===== src/rtl/fstk_pkg.sv =====
package fstk_pkg;

  typedef enum logic [3:0] {
    OP_NOP    = 4'd0,
    OP_PUSH   = 4'd1,
    OP_POP    = 4'd2,
    OP_READ   = 4'd3,
    OP_WRITE  = 4'd4,
    OP_FREE   = 4'd5,
    OP_INCTOP = 4'd6,
    OP_DECTOP = 4'd7,
    OP_PKRD   = 4'd8,
    OP_PKWR   = 4'd9,
    OP_CLREX  = 4'd10,
    OP_LDCW   = 4'd11,
    OP_RAISE  = 4'd12,
    OP_CMP    = 4'd13
  } fstk_op_e;

  localparam logic [1:0] TAG_VALID   = 2'b00;
  localparam logic [1:0] TAG_ZERO    = 2'b01;
  localparam logic [1:0] TAG_SPECIAL = 2'b10;
  localparam logic [1:0] TAG_EMPTY   = 2'b11;

  localparam logic [15:0] CW_RESET = 16'h037F;

  // status word bit positions
  localparam int SW_SF   = 6;
  localparam int SW_ES   = 7;
  localparam int SW_C0   = 8;
  localparam int SW_C1   = 9;
  localparam int SW_C2   = 10;
  localparam int SW_TOP  = 11;
  localparam int SW_C3   = 14;
  localparam int SW_BUSY = 15;

endpackage


===== src/rtl/fstk_classify.sv =====
module fstk_classify #(
  parameter int DW   = 80,
  parameter int EXPW = 15
) (
  input  logic [DW-1:0] value,
  output logic [1:0]    tag
);
  localparam int SIGW = DW - 1 - EXPW;

  logic [EXPW-1:0] expo;
  logic [SIGW-1:0] sig;

  assign expo = value[DW-2 -: EXPW];
  assign sig  = value[SIGW-1:0];

  always_comb begin
    if (expo == '0) begin
      tag = (sig == '0) ? fstk_pkg::TAG_ZERO : fstk_pkg::TAG_SPECIAL;
    end else if (&expo) begin
      tag = fstk_pkg::TAG_SPECIAL;
    end else begin
      tag = fstk_pkg::TAG_VALID;
    end
  end
endmodule


===== src/rtl/fstk_array.sv =====
module fstk_array #(
  parameter int NREG = 8,
  parameter int DW   = 80,
  localparam int AW  = $clog2(NREG)
) (
  input  logic          clk,
  input  logic          we,
  input  logic [AW-1:0] waddr,
  input  logic [DW-1:0] wdata,
  input  logic          re,
  input  logic [AW-1:0] raddr,
  output logic [DW-1:0] rdata
);
  logic [DW-1:0] mem [NREG];

  always_ff @(posedge clk) begin
    if (we) mem[waddr] <= wdata;
  end

  always_ff @(posedge clk) begin
    if (re) rdata <= mem[raddr];
  end
endmodule


===== src/rtl/fstk_tags.sv =====
module fstk_tags #(
  parameter int NREG  = 8,
  localparam int AW   = $clog2(NREG),
  localparam int TAGW = 2 * NREG
) (
  input  logic            clk,
  input  logic            rst,
  input  logic            set_en,
  input  logic [AW-1:0]   set_idx,
  input  logic [1:0]      set_val,
  input  logic            clr_all,
  output logic [TAGW-1:0] tag_word
);
  for (genvar g = 0; g < NREG; g++) begin : g_tag
    logic [1:0] tag_q;
    always_ff @(posedge clk) begin
      if (rst) begin
        tag_q <= fstk_pkg::TAG_EMPTY;
      end else if (clr_all) begin
        tag_q <= fstk_pkg::TAG_VALID;
      end else if (set_en && (set_idx == AW'(g))) begin
        tag_q <= set_val;
      end
    end
    assign tag_word[2*g +: 2] = tag_q;
  end
endmodule


===== src/rtl/fstk_status.sv =====
module fstk_status #(
  parameter int NREG = 8,
  localparam int AW  = $clog2(NREG)
) (
  input  logic          clk,
  input  logic          rst,
  input  logic          ld_cw,
  input  logic [15:0]   cw_in,
  input  logic          clr_ex,
  input  logic          raise_en,
  input  logic [5:0]    raise_flags,
  input  logic          fault_en,
  input  logic          fault_c1,
  input  logic          cmp_en,
  input  logic [1:0]    cmp_code,
  input  logic          top_en,
  input  logic [AW-1:0] top_in,
  output logic [15:0]   ctrl_word,
  output logic [15:0]   stat_word
);
  import fstk_pkg::*;

  logic [15:0] cw_q, sw_q, sw_nxt;

  always_comb begin
    sw_nxt = sw_q;
    if (clr_ex) begin
      sw_nxt[7:0]     = '0;
      sw_nxt[SW_BUSY] = 1'b0;
    end
    if (raise_en) sw_nxt[5:0] = sw_q[5:0] | raise_flags;
    if (fault_en) begin
      sw_nxt[SW_SF] = 1'b1;
      sw_nxt[SW_C1] = fault_c1;
    end
    if (cmp_en) begin
      case (cmp_code)
        2'b00:   {sw_nxt[SW_C3], sw_nxt[SW_C2], sw_nxt[SW_C0]} = 3'b000;
        2'b01:   {sw_nxt[SW_C3], sw_nxt[SW_C2], sw_nxt[SW_C0]} = 3'b001;
        2'b10:   {sw_nxt[SW_C3], sw_nxt[SW_C2], sw_nxt[SW_C0]} = 3'b100;
        default: {sw_nxt[SW_C3], sw_nxt[SW_C2], sw_nxt[SW_C0]} = 3'b111;
      endcase
    end
    if (top_en) sw_nxt[SW_TOP +: 3] = 3'(top_in);
    if (sw_nxt[SW_SF] || ((sw_nxt[5:0] & ~cw_q[5:0]) != 6'd0)) sw_nxt[SW_ES] = 1'b1;
  end

  always_ff @(posedge clk) begin
    if (rst) begin
      cw_q <= CW_RESET;
      sw_q <= '0;
    end else begin
      if (ld_cw) cw_q <= cw_in;
      sw_q <= sw_nxt;
    end
  end

  assign ctrl_word = cw_q;
  assign stat_word = sw_q;
endmodule


===== src/rtl/fstk_ctrl.sv =====
module fstk_ctrl #(
  parameter int NREG  = 8,
  parameter int DW    = 80,
  parameter int EXPW  = 15,
  parameter int PKW   = 64,
  localparam int AW   = $clog2(NREG),
  localparam int TAGW = 2 * NREG
) (
  input  logic            clk,
  input  logic            rst,
  input  logic            cmd_valid,
  input  logic [3:0]      cmd_op,
  input  logic [AW-1:0]   cmd_idx,
  input  logic [DW-1:0]   cmd_data,
  output logic            rsp_valid,
  output logic [DW-1:0]   rsp_data,
  output logic            rsp_fault,
  output logic [15:0]     ctrl_word,
  output logic [15:0]     stat_word,
  output logic [TAGW-1:0] tag_word
);
  import fstk_pkg::*;

  fstk_op_e      op;
  logic [AW-1:0] top, top_dec, top_inc, rel_idx;
  logic [1:0]    cls_tag;

  logic          mem_we, mem_re;
  logic [AW-1:0] mem_waddr, mem_raddr;
  logic [DW-1:0] mem_wdata, mem_rdata;

  logic          tg_set, tg_clr;
  logic [AW-1:0] tg_idx;
  logic [1:0]    tg_val;

  logic          top_en, flt_en, flt_c1, under, ld_cw, clr_ex, raise_en, cmp_en;
  logic          rsp_op, pk_rd;
  logic [AW-1:0] top_nxt;

  logic          rsp_valid_q, rsp_fault_q, pk_q;

  assign op      = fstk_op_e'(cmd_op);
  assign top     = stat_word[SW_TOP +: AW];
  assign top_dec = top - 1'b1;
  assign top_inc = top + 1'b1;
  assign rel_idx = top + cmd_idx;

  function automatic logic slot_empty(input logic [TAGW-1:0] tw, input logic [AW-1:0] k);
    return tw[2*k +: 2] == TAG_EMPTY;
  endfunction

  fstk_classify #(.DW(DW), .EXPW(EXPW)) u_cls (
    .value (cmd_data),
    .tag   (cls_tag)
  );

  always_comb begin
    mem_we    = 1'b0;
    mem_waddr = rel_idx;
    mem_wdata = cmd_data;
    mem_re    = 1'b0;
    mem_raddr = rel_idx;
    tg_set    = 1'b0;
    tg_idx    = rel_idx;
    tg_val    = cls_tag;
    tg_clr    = 1'b0;
    top_en    = 1'b0;
    top_nxt   = top;
    flt_en    = 1'b0;
    flt_c1    = 1'b0;
    under     = 1'b0;
    ld_cw     = 1'b0;
    clr_ex    = 1'b0;
    raise_en  = 1'b0;
    cmp_en    = 1'b0;
    rsp_op    = 1'b0;
    pk_rd     = 1'b0;
    if (cmd_valid) begin
      case (op)
        OP_PUSH: begin
          if (!slot_empty(tag_word, top_dec)) begin
            flt_en = 1'b1;
            flt_c1 = 1'b1;
          end else begin
            mem_we    = 1'b1;
            mem_waddr = top_dec;
            tg_set    = 1'b1;
            tg_idx    = top_dec;
            top_en    = 1'b1;
            top_nxt   = top_dec;
          end
        end
        OP_POP: begin
          rsp_op    = 1'b1;
          mem_raddr = top;
          if (slot_empty(tag_word, top)) begin
            flt_en = 1'b1;
            under  = 1'b1;
          end else begin
            mem_re  = 1'b1;
            tg_set  = 1'b1;
            tg_idx  = top;
            tg_val  = TAG_EMPTY;
            top_en  = 1'b1;
            top_nxt = top_inc;
          end
        end
        OP_READ: begin
          rsp_op = 1'b1;
          if (slot_empty(tag_word, rel_idx)) begin
            flt_en = 1'b1;
            under  = 1'b1;
          end else begin
            mem_re = 1'b1;
          end
        end
        OP_WRITE: begin
          mem_we = 1'b1;
          tg_set = 1'b1;
        end
        OP_FREE: begin
          tg_set = 1'b1;
          tg_val = TAG_EMPTY;
        end
        OP_INCTOP: begin
          top_en  = 1'b1;
          top_nxt = top_inc;
        end
        OP_DECTOP: begin
          top_en  = 1'b1;
          top_nxt = top_dec;
        end
        OP_PKRD: begin
          rsp_op    = 1'b1;
          pk_rd     = 1'b1;
          mem_re    = 1'b1;
          mem_raddr = cmd_idx;
          tg_clr    = 1'b1;
        end
        OP_PKWR: begin
          mem_we    = 1'b1;
          mem_waddr = cmd_idx;
          mem_wdata = {{(DW-PKW){1'b1}}, cmd_data[PKW-1:0]};
          tg_clr    = 1'b1;
        end
        OP_CLREX: clr_ex   = 1'b1;
        OP_LDCW:  ld_cw    = 1'b1;
        OP_RAISE: raise_en = 1'b1;
        OP_CMP:   cmp_en   = 1'b1;
        default: ;
      endcase
    end
  end

  fstk_array #(.NREG(NREG), .DW(DW)) u_arr (
    .clk   (clk),
    .we    (mem_we),
    .waddr (mem_waddr),
    .wdata (mem_wdata),
    .re    (mem_re),
    .raddr (mem_raddr),
    .rdata (mem_rdata)
  );

  fstk_tags #(.NREG(NREG)) u_tags (
    .clk      (clk),
    .rst      (rst),
    .set_en   (tg_set),
    .set_idx  (tg_idx),
    .set_val  (tg_val),
    .clr_all  (tg_clr),
    .tag_word (tag_word)
  );

  fstk_status #(.NREG(NREG)) u_stat (
    .clk         (clk),
    .rst         (rst),
    .ld_cw       (ld_cw),
    .cw_in       (cmd_data[15:0]),
    .clr_ex      (clr_ex),
    .raise_en    (raise_en),
    .raise_flags (cmd_data[5:0]),
    .fault_en    (flt_en),
    .fault_c1    (flt_c1),
    .cmp_en      (cmp_en),
    .cmp_code    (cmd_data[1:0]),
    .top_en      (top_en),
    .top_in      (top_nxt),
    .ctrl_word   (ctrl_word),
    .stat_word   (stat_word)
  );

  always_ff @(posedge clk) begin
    if (rst) begin
      rsp_valid_q <= 1'b0;
      rsp_fault_q <= 1'b0;
      pk_q        <= 1'b0;
    end else begin
      rsp_valid_q <= rsp_op;
      rsp_fault_q <= under;
      pk_q        <= pk_rd;
    end
  end

  assign rsp_valid = rsp_valid_q;
  assign rsp_fault = rsp_fault_q;
  assign rsp_data  = pk_q ? DW'(mem_rdata[PKW-1:0]) : mem_rdata;
endmodule


===== config.mk =====
export PLATFORM = sky130hd
export DESIGN_NAME = fstk_ctrl
export DESIGN_NICKNAME = d
export VERILOG_FILES = /design/src/rtl/fstk_pkg.sv /design/src/rtl/fstk_classify.sv /design/src/rtl/fstk_array.sv /design/src/rtl/fstk_tags.sv /design/src/rtl/fstk_status.sv /design/src/rtl/fstk_ctrl.sv
export SDC_FILE = /design/constraint.sdc
export NUM_CORES = 1
export LEC_CHECK = 0
export ABC_AREA = 1
export BUFFER_PORTS_ARGS = -buffer_cell sky130_fd_sc_hd__buf_2
export CAP_MARGIN = 30
export CELL_PAD_IN_SITES_DETAIL_PLACEMENT = 1
export CELL_PAD_IN_SITES_GLOBAL_PLACEMENT = 1
export CORE_MARGIN = 1
export CORE_UTILIZATION = 49
export DETAILED_ROUTE_END_ITERATION = 6
export GPL_TIMING_DRIVEN = 0
export PLACE_DENSITY = 0.85
export SLEW_MARGIN = 25
export SYNTH_ARGS = -nofsm -noshare
export SYNTH_HDL_FRONTEND = slang
export SYNTH_SLANG_ARGS = --single-unit

===== constraint.sdc =====
create_clock -name clk -period 8.1 [get_ports clk]
set_input_delay 0 -clock clk [delete_from_list [all_inputs] [get_ports clk]]
set_output_delay 0 -clock clk [all_outputs]
set_load 0.01 [all_outputs]

==> flow_summary.ini, run 1 <==
[synthesis]
yosys.area_share.simple_pct = 6.949
synth_nets = 2773
ys.flop_type = edfxtp_1
synth_compound_area_share_pct = 13.38
synthAdderAreaFrac_pct = 0.1810
ys_seq_elements = 770
synth_area_sq_um = 31800
synth_xor_area_share_pct = 0.08263
synth_top_family_by_area = compound AO/OA/AOI/OAI gates
avgSynthCellArea_sq_um = 11.87
yosysUniqueCellTypes = 40
yosysSeqAreaShare_pct = 71.14
yosys-top-cells-area = edfxtp_1, a21oi_1, inv_1, o21ai_0, dfxtp_1
ys_top_cells_by_count = edfxtp_1, inv_1, a21oi_1, o21ai_0, nand2_1
postSynthCellCount = 2679
muxShareOfSynthArea_pct = 0
async_reset_ff_share_pct = 0
synth.most_common_cell = edfxtp_1
synth_top_cell_by_area = edfxtp_1
synth_enable_flop_cells = 720
synth_top_cell_area_share_pct = 67.99
ys_warn_count = 0

[sta]
hold_ws_ps = 209.2
drv_slew = 0
layout_min_cycle_time_ps = 4422
rsz0062_at_grt = false
fmax_mhz = 226.1
maxSlewHeadroom_pct = 44.90
setup_viol = 0
worstMarginPinSlew_ps = 818.9
skew_ps = 36.19
fin_ws_ps = 3678
finalHoldViolCount = 0
min_period_over_period_pct = 54.59

[cts]
cts_sinks = 770
clk_latency_ps = 660
cts_resized = 0
htreeDepth = 3
cts_made_buffers = 81
cts.path.max_buffers = 3
post_cts_buffers = 0
cts_tree = yes
root_buffer = clkbuf_16
clk_pin_slew_ps = 80

[finish]
register_area_sq_um = 22620
multi_input_area_sq_um = 6630
n_fill_cell = 6557
finalNetCount = 3202
drive_gt1_share_pct = 17.44
stdcell_count = 4030
stdcell_area_sq_um = 38550
postLayoutCoreUtil_pct = 60.01
syn2layout_area_growth_pct = 21.22

[setup_path]
slowest_delay_ps = 620
critPathLaunch = u_stat.stat_word[12]$_SDFFE_PP0P_
crit_chain = inv_2 -> ha_1 -> inv_2 -> nand3_1 -> nand3_1 -> nand3_1 -> nand2_1 -> nand2_1 -> a31oi_1 -> nand2_1 -> nor2_4 -> buf_16 -> buf_16 -> buf_16 -> buf_8
regToRegEndpoint = u_arr.mem[3][33]$_DFFE_PP_
arrival_ps = 4770
ff2ff_setup_slack_ps = 3680
startpoint_type = flip-flop
reg2regPathDepth = 15
crit_type = flip-flop to flip-flop
path_delay_family = simple AND/OR/NAND/NOR gates
cp_slowest_cell = nor2_4
reg2reg_from = u_stat.stat_word[12]$_SDFFE_PP0P_
critPathRequiredTime_ps = 8450
crit_buf_inv = 6
cp_max_fo = 20
critical_path_depth = 15
cp-endpoint = u_arr.mem[3][33]$_DFFE_PP_
end_kind = flip-flop

[floorplanning]
initial_core_util_pct = 49.51
die_h_um = 256.7
dieArea_sq_um = 65920
rows = 93
die_w_um = 256.7
ios = 220
core_region_area_sq_um = 64230

[routing]
first_iter_violations = 2594
firstDrtPassIters = 6
vias = 24110
antenna_left = 0
vias_per_cell = 5.982
wl_um = 109400
routed_wire_length_per_instance_um = 27.15
drc_errors = 0

[global_route]
grt_first_pass_wirelength_um = 162300
grt.overflow.total = 0
grt_max_degree = 23
antenna_found_initial = 7
track_usage_pct = 33.06
grt_pass1_vias = 25920

[run]
maxCapViolCount = 0

[power_and_ir_drop]
leakage_uw = 0.01497
ir_worst_vdd_mv = 0.1817
power_density_nw_per_um2 = 245.8

[place]
dpl.hpwl_um = 67590
placed_cell_area_sq_um = 35080
gp_congestion = 0.8584
port-buffer-count = 217
placed_cells = 3792
place_ws_ps = 3841

[min_path]
hold_depth = 2
worstHoldPathType = primary input to flip-flop

[run_status]
status = finished, final reports clean
logic make-up (layout without fill, tap and decap cells):
| kind of cell | count (synthesis) | in the layout |
|---|---|---|
| AO/OA/AOI/OAI | 797 | 797 |
| XOR/XNOR | 3 | 3 |
| adder cells (fa/ha/maj) | 4 | 4 |
| buffers and inverters | 601 | 1093 |
| flip-flops | 770 | 770 |
| other | 1 | 5 |
| AND/OR/NAND/NOR | 503 | 503 |
flip-flops by register name (all words and copies together) (netlist names):
name / count
u_stat.ctrl_word: 16
rsp_fault: 1
pk_q: 1
u_arr.rdata: 80
u_stat.stat_word: 15
u_tags.g_tag.tag_q: 16
u_arr.mem: 640
rsp_valid: 1
worst min path at each step:
stage,from,endpoint,slack [ps]
after floorplan,cmd_data[0],u_arr.mem[0][0]$_DFFE_PP_,100
after global placement,cmd_data[29],u_arr.mem[6][29]$_DFFE_PP_,280
after detailed placement,cmd_data[19],u_arr.mem[2][19]$_DFFE_PP_,290
after CTS,cmd_data[2],u_arr.mem[0][2]$_DFFE_PP_,170
after global routing,cmd_data[54],u_arr.mem[2][54]$_DFFE_PP_,240
final,cmd_data[6],u_arr.mem[0][6]$_DFFE_PP_,210
power breakdown:
| group | switching, uW | total [uW] | internal, uW |
|---|---|---|---|
| combinational | 886 | 1270 | 382 |
| clock | 1650 | 3750 | 2100 |
| sequential | 24.9 | 4460 | 4430 |
worst register-to-register path, stage by stage, from the launching register on:
cell and delay [ps]:
dfxtp_1 570, inv_2 140, ha_1 410, inv_2 160, nand3_1 110, nand3_1 100
nand3_1 250, nand2_1 250, nand2_1 120, a31oi_1 280, nand2_1 310, nor2_4 620
buf_16 240, buf_16 180, buf_16 200, buf_8 190
repair_timing:
action	CTS	global route
setup endpoints to repair	0	0
hold endpoints to repair	680	0
hold buffers	88	0
cell type report:
class,count,share of cell area (%)
clock buffer,105,5.544
tap,855,2.775
antenna,4,0.02597
multi-input combinational,1308,17.20
buffer,203,2.931
clock inverter,41,1.136
timing repair buffer,346,7.816
inverter,398,3.882
sequential,770,58.69
stage by stage:
stage / setup TNS [ps] / total power, uW
final: 0 / 9473
after global routing: 0 / 9682
after CTS: 0 / 9424
after detailed placement: 0 / 5699
after global placement: -754640 / 5584
after floorplan: 0 / 5208
per-layer routing:
metal | routed length (um) | track usage (%)
met5 | 53 | 0
met4 | 5092 | 15.41
met2 | 56170 | 58.42
met1 | 39400 | 39.26
met3 | 8698 | 5.585
placed cells by master (no fill, tap or decap), types with 9 or more instances in the layout:
cell	n
edfxtp_1	720
inv_1	381
a21oi_1	340
buf_2	280
o21ai_0	233
nand2_1	204
nand3_1	166
o21ai_1	117
dlygate4sd3_1	88
nor2_1	86
clkbuf_1	82
o21a_1	82
clkbuf_16	81
buf_4	73
dfxtp_1	50
buf_16	32
inv_2	16
clkinv_2	16
nor2_4	11
nor4_1	11
nand4_1	9
Power figures use the tool's default switching activity.
==> inputs of run 2 (changes only) <==
--- a/config.mk
+++ b/config.mk
@@ -5,13 +5,13 @@
 export SDC_FILE = /design/constraint.sdc
 export NUM_CORES = 1
 export LEC_CHECK = 0
-export ABC_AREA = 1
+export ABC_AREA = 0
 export BUFFER_PORTS_ARGS = -buffer_cell sky130_fd_sc_hd__buf_2
 export CAP_MARGIN = 30
 export CELL_PAD_IN_SITES_DETAIL_PLACEMENT = 1
 export CELL_PAD_IN_SITES_GLOBAL_PLACEMENT = 1
 export CORE_MARGIN = 1
-export CORE_UTILIZATION = 49
+export CORE_UTILIZATION = 52
 export DETAILED_ROUTE_END_ITERATION = 6
 export GPL_TIMING_DRIVEN = 0
 export PLACE_DENSITY = 0.85
==> constraint.sdc (replaced) <==
create_clock -name clk -period 4.1 [get_ports clk]
set_input_delay 0 -clock clk [delete_from_list [all_inputs] [get_ports clk]]
set_output_delay 0 -clock clk [all_outputs]
set_load 0.01 [all_outputs]
==> run 2 against run 1 <==
- global-route usage shrank 4.2 points
- synthesized cell count shrank 44%
- final area shrank 2.9%
- register-to-register slack lost 3600 ps
- combinational power grew 50%
- highest routed layer unchanged
- critical path depth shrank 1
- largest power group unchanged
- largest cell class unchanged
- worst hold slack lost 110 ps
==> flow_summary.ini, run 2 <==
[min_path]
min_from = cmd_valid
worstHoldPathType = primary input to flip-flop
hold_depth = 5
holdPathEnd = u_stat.stat_word[9]$_SDFFE_PP0P_

[place]
placed_cell_area_sq_um = 33780
port-buffer-count = 216
dpl.hpwl_um = 51650
place_ws_ps = -169.1
gp_congestion = 0.8706
placed_cells = 2538

[routing]
vias_per_cell = 6.132
routed_wire_length_per_instance_um = 30.53
vias = 17030
wl_um = 84780
antenna_left = 0
firstDrtPassIters = 7
first_iter_violations = 1507
drc_errors = 0

[synthesis]
yosysUniqueCellTypes = 70
ys_top_cells_by_count = edfxtp_1, mux4_2, mux2_2, buf_4, nand2_1
ys.flop_type = edfxtp_1
synth_enable_flop_cells = 720
synth_top_cell_area_share_pct = 70.98
synth_area_sq_um = 30460
postSynthCellCount = 1510
ys_seq_elements = 770
async_reset_ff_share_pct = 0
ys_warn_count = 0
avgSynthCellArea_sq_um = 20.17
synth_nets = 1604
yosys-top-cells-area = edfxtp_1, mux4_2, dfxtp_1, mux2_2, buf_4
synth_top_cell_by_area = edfxtp_1
yosysSeqAreaShare_pct = 74.26
synth.most_common_cell = edfxtp_1

[setup_path]
ff2ff_setup_slack_ps = 110
crit_chain = buf_6 -> inv_1 -> ha_1 -> buf_2 -> mux4_2 -> o32a_4 -> o22ai_2 -> o31ai_2 -> or2_2 -> nor2_4 -> buf_16 -> buf_16 -> buf_16 -> buf_16
startpoint_type = flip-flop
crit_type = flip-flop to flip-flop
cp_max_fo = 17
slowest_delay_ps = 450
regToRegEndpoint = u_arr.mem[1][16]$_DFFE_PP_
end_kind = flip-flop
reg2reg_from = u_stat.stat_word[11]$_SDFFE_PP0P_
critPathRequiredTime_ps = 4420
cpMostUsedCell = buf_16
cp_slowest_cell = dfxtp_2
reg2regPathDepth = 14
arrival_ps = 4310

[finish]
n_fill_cell = 4877
antenna_cells = 0
largest-register = u_arr.mem
stdcell_count = 2777
reg.largest.list = u_arr.mem x640, u_arr.rdata x80
mostFrequentLayoutCells = edfxtp_1, buf_2, mux4_2
finalNetCount = 2046
largest_register_ffs = 640
drive_gt1_share_pct = 40.01
stdcell_area_sq_um = 37410
syn2layout_area_growth_pct = 22.82
final_common_cell = edfxtp_1

[sta]
min_period_over_period_pct = 97.30
fin_ws_ps = 110.8
rsz0062_at_grt = false
finalHoldViolCount = 0
drv_slew = 0
layout_min_cycle_time_ps = 3989
maxSlewHeadroom_pct = 34.14
fmax_mhz = 250.7
skew_ps = 24.62
setup_viol = 0
worstMarginPinSlew_ps = 978.8

[power_and_ir_drop]
power.switching_uw = 4143
internal_power_uw = 13980
p_sw_share_pct = 22.86
leakage_uw = 0.01270
comb_power_share_pct = 10.5
ir_worst_vdd_mv = 0.3539
power_density_nw_per_um2 = 484.3
p_seq_share_pct = 48.6
clkPwrFrac_pct = 40.9

[run]
maxCapViolCount = 0

[global_route]
grt.overflow.total = 0
track_usage_pct = 28.84
grt_pass1_vias = 18300
grt_max_degree = 20
grt_first_pass_wirelength_um = 123300
antenna_found_initial = 1

[floorplanning]
die_w_um = 244.0
dieArea_sq_um = 59550
initial_core_util_pct = 52.70
ios = 220
die_h_um = 244.0
core_region_area_sq_um = 57810
rows = 88

[cts]
cts_sinks = 770
htreeDepth = 3
root_buffer = clkbuf_16
cts_made_buffers = 78
cts.path.max_buffers = 3
clk_pin_slew_ps = 60
clk_latency_ps = 640
cts_tree = yes

[run_status]
status = finished, final reports clean
==> run 2: cell types whose count changed in the layout (fill, tap and decap cells not counted), sizes merged, moves of 143 or more <==
cell   previous run  this run
mux4              0       169
inv             403        12
nand2           207        64
nand3           166        10
a21oi           342        43
o21ai           351        15
==> run 2: layout make-up <==
| cell class | instances | area, sq um | share of cell area [%] |
|---|---|---|---|
| repair buffers | 362 | 3238 | 8.655 |
| well taps | 765 | 957.2 | 2.558 |
| clock buffers | 95 | 2078 | 5.555 |
| inverters | 9 | 33.78 | 0.09029 |
| multi-input cells | 601 | 7053 | 18.85 |
| plain buffers | 130 | 870.8 | 2.328 |
| flip-flops and latches | 770 | 22620 | 60.47 |
| clock inverters | 45 | 560.5 | 1.498 |
==> run 2: critical path, delay by kind of cell, from the launching register on <==
family          cells  cell delay [ps]
buf+inv             7             1230
compound gates      3              660
simple gates        2              620
flops               1              450
mux                 1              380
fa+ha+maj           1              290
==> run 2: layer usage <==
| metal | global-route usage, % | part of all wire, % |
|---|---|---|
| met3 | 5.257 | 6.7 |
| met1 | 36.89 | 39 |
| met4 | 9.375 | 2.6 |
| met5 | 0 | 0.011 |
| met2 | 49.99 | 52 |
==> run 2: power by group through the flow <==
| stage | registers (uW) | clock network, uW | logic [uW] |
|---|---|---|---|
| global route | 8800 | 7740 | 2000 |
| finish | 8800 | 7420 | 1900 |
| floorplan | 8950 | 0 | 1170 |
| CTS | 8800 | 7470 | 1900 |
| detailed placement | 8960 | 0 | 1780 |
| global placement | 8960 | 0 | 1650 |
==> run 2: worst max-delay path by stage <==
stage	start	to	slack, ps	cells after the start
floorplan	u_stat.stat_word[11]$_SDFFE_PP0P_	u_arr.mem[7][0]$_DFFE_PP_	50	10
global placement	u_stat.stat_word[12]$_SDFFE_PP0P_	u_arr.rdata[37]$_DFFE_PP_	-1810	7
detailed placement	u_stat.stat_word[11]$_SDFFE_PP0P_	u_arr.mem[1][36]$_DFFE_PP_	-170	14
CTS	u_stat.stat_word[11]$_SDFFE_PP0P_	u_arr.mem[5][16]$_DFFE_PP_	6	13
global route	u_stat.stat_word[12]$_SDFFE_PP0P_	u_arr.rdata[37]$_DFFE_PP_	4	8
finish	u_stat.stat_word[11]$_SDFFE_PP0P_	u_arr.mem[1][16]$_DFFE_PP_	110	14
==> run 2: what timing repair did <==
action                                  in CTS  in global routing
buffers inserted                             6                  5
endpoints found under the setup margin     181                236
pin swaps                                    6                  2
hold buffers                                88                  0
resized for setup                            1                 10
hold endpoints to repair                   673                  0
==> run 2: kinds of logic after synthesis <==
kind of cell,Yosys count,share of synthesized area (%)
flip-flops,770,74.26
XOR/XNOR,5,0.1930
adder cells (fa/ha/maj),4,0.1890
other,1,0.01231
AO/OA/AOI/OAI,94,2.082
buffers and inverters,139,2.957
multiplexers,270,16.19
AND/OR/NAND/NOR,227,4.116
==> run 2: through the flow <==
step | util [%] | hold slack (ps) | TNS [ps] | total power [uW]
after CTS | 64.61 | 59.21 | 0 | 18160
final | 64.73 | 97.60 | 0 | 18120
after global placement | 56.35 | 278.1 | -1040800 | 10610
after floorplan | - | 98.87 | 0 | 10120
after detailed placement | 58.43 | 292.2 | -6191 | 10740
after global routing | 64.73 | 119.8 | 0 | 18540
